$ cat src/rtl/io_repeater.sv
module io_repeater #(
  parameter int unsigned CLK_HZ   = 200_000_000,
  parameter int unsigned DELAY_NS = 200
) (
  input  logic clk,
  input  logic rst_n,
  input  logic en,
  input  logic host_in,
  input  logic card_in,
  output logic host_pull_low,
  output logic host_push_high,
  output logic card_pull_low,
  output logic card_push_high,
  output logic card_park_low
);
  localparam longint unsigned PROD = longint'(DELAY_NS) * longint'(CLK_HZ);
  localparam longint unsigned RAW  = (PROD + 64'd999_999_999) / 64'd1_000_000_000;
  localparam int unsigned DLY = (RAW < 1) ? 1 : int'(RAW);
  localparam int CW = $clog2(DLY + 1);

  typedef enum logic [2:0] {IDLE, WAIT, HOLD, PUSH, SETTLE} phase_t;

  logic [1:0] h_sync, c_sync;
  logic h_q, c_q;
  logic h_s, c_s;
  logic fall_h, fall_c;
  logic card_master;
  logic m_hi;
  logic last;
  phase_t phase;
  logic [CW-1:0] cnt;

  assign h_s    = h_sync[1];
  assign c_s    = c_sync[1];
  assign fall_h = h_q & ~h_s;
  assign fall_c = c_q & ~c_s;
  assign m_hi   = card_master ? c_s : h_s;
  assign last   = (cnt == CW'(DLY - 1));

  always_ff @(posedge clk or negedge rst_n) begin
    if (!rst_n) begin
      h_sync <= 2'b11;
      c_sync <= 2'b11;
      h_q    <= 1'b1;
      c_q    <= 1'b1;
    end else begin
      h_sync <= {h_sync[0], host_in};
      c_sync <= {c_sync[0], card_in};
      h_q    <= h_s;
      c_q    <= c_s;
    end
  end

  always_ff @(posedge clk or negedge rst_n) begin
    if (!rst_n) begin
      phase       <= IDLE;
      cnt         <= '0;
      card_master <= 1'b0;
    end else if (!en) begin
      phase       <= IDLE;
      cnt         <= '0;
      card_master <= 1'b0;
    end else begin
      case (phase)
        IDLE: begin
          cnt <= '0;
          if (fall_h) begin
            card_master <= 1'b0;
            phase       <= WAIT;
          end else if (fall_c) begin
            card_master <= 1'b1;
            phase       <= WAIT;
          end
        end
        WAIT: begin
          if (m_hi) begin
            phase <= SETTLE;
            cnt   <= '0;
          end else if (last) begin
            phase <= HOLD;
            cnt   <= '0;
          end else begin
            cnt <= cnt + CW'(1);
          end
        end
        HOLD: begin
          if (m_hi) begin
            phase <= PUSH;
            cnt   <= '0;
          end
        end
        PUSH: begin
          if (last) begin
            phase <= SETTLE;
            cnt   <= '0;
          end else begin
            cnt <= cnt + CW'(1);
          end
        end
        SETTLE: begin
          if (h_s && c_s) phase <= IDLE;
        end
        default: phase <= IDLE;
      endcase
    end
  end

  assign card_pull_low  = en && (phase == HOLD) && !card_master;
  assign host_pull_low  = en && (phase == HOLD) &&  card_master;
  assign card_push_high = en && (phase == PUSH) && !card_master;
  assign host_push_high = en && (phase == PUSH) &&  card_master;
  assign card_park_low  = !en;
endmodule


$ cat config.mk
export PLATFORM = sky130hd
export DESIGN_NAME = io_repeater
export DESIGN_NICKNAME = d
export VERILOG_FILES = /design/src/rtl/io_repeater.sv
export SDC_FILE = /design/constraint.sdc
export NUM_CORES = 1
export LEC_CHECK = 0
export BUFFER_PORTS_ARGS = -buffer_cell sky130_fd_sc_hd__clkbuf_2
export CORE_MARGIN = 4
export CORE_UTILIZATION = 45
export DETAILED_ROUTE_END_ITERATION = 10
export GPL_TIMING_DRIVEN = 0
export PLACE_DENSITY_LB_ADDON = 0.2
export RECOVER_POWER = 100
export SETUP_SLACK_MARGIN = 0.02
export SLEW_MARGIN = 10
export SYNTH_ARGS = -nofsm -noshare
export SYNTH_HDL_FRONTEND = slang
export SYNTH_SLANG_ARGS = --single-unit
$ cat constraint.sdc
create_clock -name clk -period 3.8 [get_ports clk]
set_input_delay 0.38 -clock clk [delete_from_list [all_inputs] [get_ports clk]]
set_output_delay 0.38 -clock clk [all_outputs]
set_load 0.02 [all_outputs]
==> out/metrics.yaml <==
status: "completed"
synth.area.top_cells: "dfrtp_1, dfstp_2, nor2_1"
dieHeight_um: 49.7
finalCritPeriodShare_pct: 51.5
min_from: "card_in"
peakVddDrop_uv: 177
path_cells: "clkbuf_1 -> nand2_1 -> nor3_1 -> clkbuf_1"
hold_end: "c_sync[0]"
final-setup-viol-count: 0
r2r_slack_ns: 2.11
netlist_instances: 77
postRouteAntennaNets: 0
r2r-end: "cnt[3]"
p_seq_share_pct: 56.5
clkLatencyLatePin_ns: 0.29
crit-reg2reg-launch: "c_sync[1]"
grt_pass1_vias: 562
syn_nets: 83
grt.overflow.total: 0
synthMuxAreaShare_pct: 3.21
synth_edf_count: 0
drv_slew: 0
gp_congestion: 0.802
synth_top_area_cell: "dfrtp_1"
synth_area_per_cell_um2: 10.1
num_rows: 14
drc: 0
required_ns: 3.42
final_common_cell: "nor2_1"
relSlewSlack_pct: 46.2
cp_common_cell: "clkbuf_1"
fin_nets: 98
power_switching_mw: 0.0780
async_flop_share_pct: 100
fillers: 145
synth-xor-area-share_pct: 2.24
internal-power_mw: 0.247
yosys_warnings: 0
synth_cell_types: 30
endpoint_kind: "output port"
synth_compound_area_share_pct: 15.5
layout_common_cells: "nor2_1, dfrtp_1, clkbuf_1, nand2_1"
initialDrtViolationCount: 7
switching_share_pct: 24.0
yosys.area_share.simple_pct: 22.3
clock.fmax_ghz: 0.511
clock-sinks: 16
cpPeakStageDelay_ns: 0.43
clockBufferDepth: 2
ios: 10
power_frac_comb_pct: 9.1
p_per_area_nw_per_um2: 373
place_area_um2: 846
grt_max_degree: 17
numCtsBuffers: 3
wl_um: 1420
worstRegToRegCells: 4
wl_per_cell_um: 13.2
final_area_um2: 873
start_util_pct: 49.5
whs_path_depth: 1
antennaDiodeCount: 0
max_cap_viol_count: 0
clock_skew_ns: 0.00852
synthAdderAreaFrac_pct: 1.60
final_hold_viol_count: 0
htree_levels: 1
die_area_um2: 2470
hold_path_class: "in2reg"
drtPass1Iterations: 4
criticalPathCategory: "reg2out"
portBuffers: 9
setup_tns_ns: 0
leakagePower_nw: 0.378
worst_pin_slew_ns: 0.807
drive_gt1_share_pct: 19.8
rsz0062_at_grt: "false"
vias_per_cell: 5.60
path_clk_slew_ns: 0.10
power_frac_clock_pct: 34.4
antenna_found_initial: 0
startpoint_type: "flop"
synth_area_um2: 781
period_minus_slack_ns: 1.96
cts_tree: "done"
grt_usage_pct: 13.7
vias: 599
areaGrowthSynthToFinish_pct: 11.9
synth_seq_cells: 16
hpwl_um: 1020
grt_pass1_wl_um: 2460
ys_seq_area_share_pct: 52.2
arrival_ns: 1.58
coreArea_um2: 1580
synth_ff_type: "dfrtp_1"
synth_top_family_by_area: "simple AND/OR/NAND/NOR gates"
cp_slowest_cell: "dfrtp_1"
cts_root_buf: "clkbuf_4"
die_w_um: 49.7
synth_top_area_share_pct: 32.1
crit_fanout: 10
==> worst max path at each step <==
stage | startpoint | endpoint | slack, ns | depth (start not counted)
floorplan | phase[1] | card_push_high | 2.20 | 3
global placement | phase[1] | card_push_high | 2.24 | 4
detailed placement | phase[1] | card_push_high | 2.23 | 4
CTS | phase[1] | card_push_high | 1.88 | 4
global route | phase[1] | card_pull_low | 1.66 | 4
finish | phase[1] | card_push_high | 1.84 | 4
==> per-layer routing <==
layer,part of all wire [%],track usage (%),vias up,routed length (um)
met1,49,17.1,285,695
met4,0.85,5.53,0,12
li1,-,-,298,-
met3,6.3,6.63,2,89
met5,0,0,-,0
met2,44,20.0,14,619
==> logic make-up after synthesis <==
family                   after synthesis
adder cells (fa/ha/maj)                1
AND/OR/NAND/NOR                       35
XOR/XNOR                               2
AO/OA/AOI/OAI                         15
buffers and inverters                  6
flip-flops                            16
multiplexers                           2
==> cell usage after synthesis, types with 2 or more instances <==
cell type,count
nor3_1,4
inv_1,4
o21ai_0,3
nand2b_1,2
nor2_1,10
dfstp_2,6
nand3_1,2
nand2_1,8
a22o_2,3
clkbuf_1,2
o31ai_1,2
dfrtp_1,10
nand4b_1,2
nor3b_1,2
a21oi_1,2
==> power by group through the flow <==
stage	Clock [mW]	Sequential [mW]	Combinational [mW]
2_1_floorplan	0	0.187	0.0207
3_3_place_gp	0	0.187	0.0305
3_5_place_dp	0	0.188	0.0309
4_1_cts	0.117	0.185	0.0316
5_1_grt	0.129	0.185	0.0340
6_report	0.112	0.184	0.0295
==> final cells by class <==
| type | count | area [um2] | area share, % |
|---|---|---|---|
| buffer | 2 | 7.51 | 0.860 |
| clock buffer | 4 | 36.3 | 4.15 |
| inverter | 4 | 15.0 | 1.72 |
| multi-input combinational | 55 | 339 | 38.8 |
| sequential | 16 | 408 | 46.7 |
| tap | 16 | 20.0 | 2.29 |
| timing repair buffer | 10 | 47.5 | 5.44 |
==> repair_timing <==
| action | in CTS | in global routing |
|---|---|---|
| gates resized for setup | 0 | 0 |
| endpoints found under the setup margin | 0 | 0 |
| hold buffers | 1 | 0 |
| endpoints found under the hold margin | 6 | 0 |
| setup buffers | 0 | 0 |
==> flip-flops by register name, summed over array words and instances, names as in the netlist <==
register and flops:
c_q 1, c_sync 2, card_master 1, cnt 6, h_q 1, h_sync 2, phase 3
==> through the flow <==
stage / power, mW / utilization, % / setup WS [ns] / std cells / hold slack (ns)
global route: 0.348 / 55.4 / 1.66 / 107 / 0.135
floorplan: 0.207 / - / 2.20 / 77 / 0.0844
finish: 0.325 / 55.4 / 1.84 / 107 / 0.167
global placement: 0.218 / 53.7 / 2.24 / 102 / 0.319
CTS: 0.334 / 56.6 / 1.88 / 107 / 0.157
detailed placement: 0.219 / 53.7 / 2.23 / 102 / 0.322
==> critical path, delay by kind of cell, from the launching register on <==
family,cells,cell delay [ns]
and+or+nand+nor,2,0.27
DFF,1,0.43
buffers and inverters,2,0.58
No activity file was read; power rests on OpenSTA's default activity.
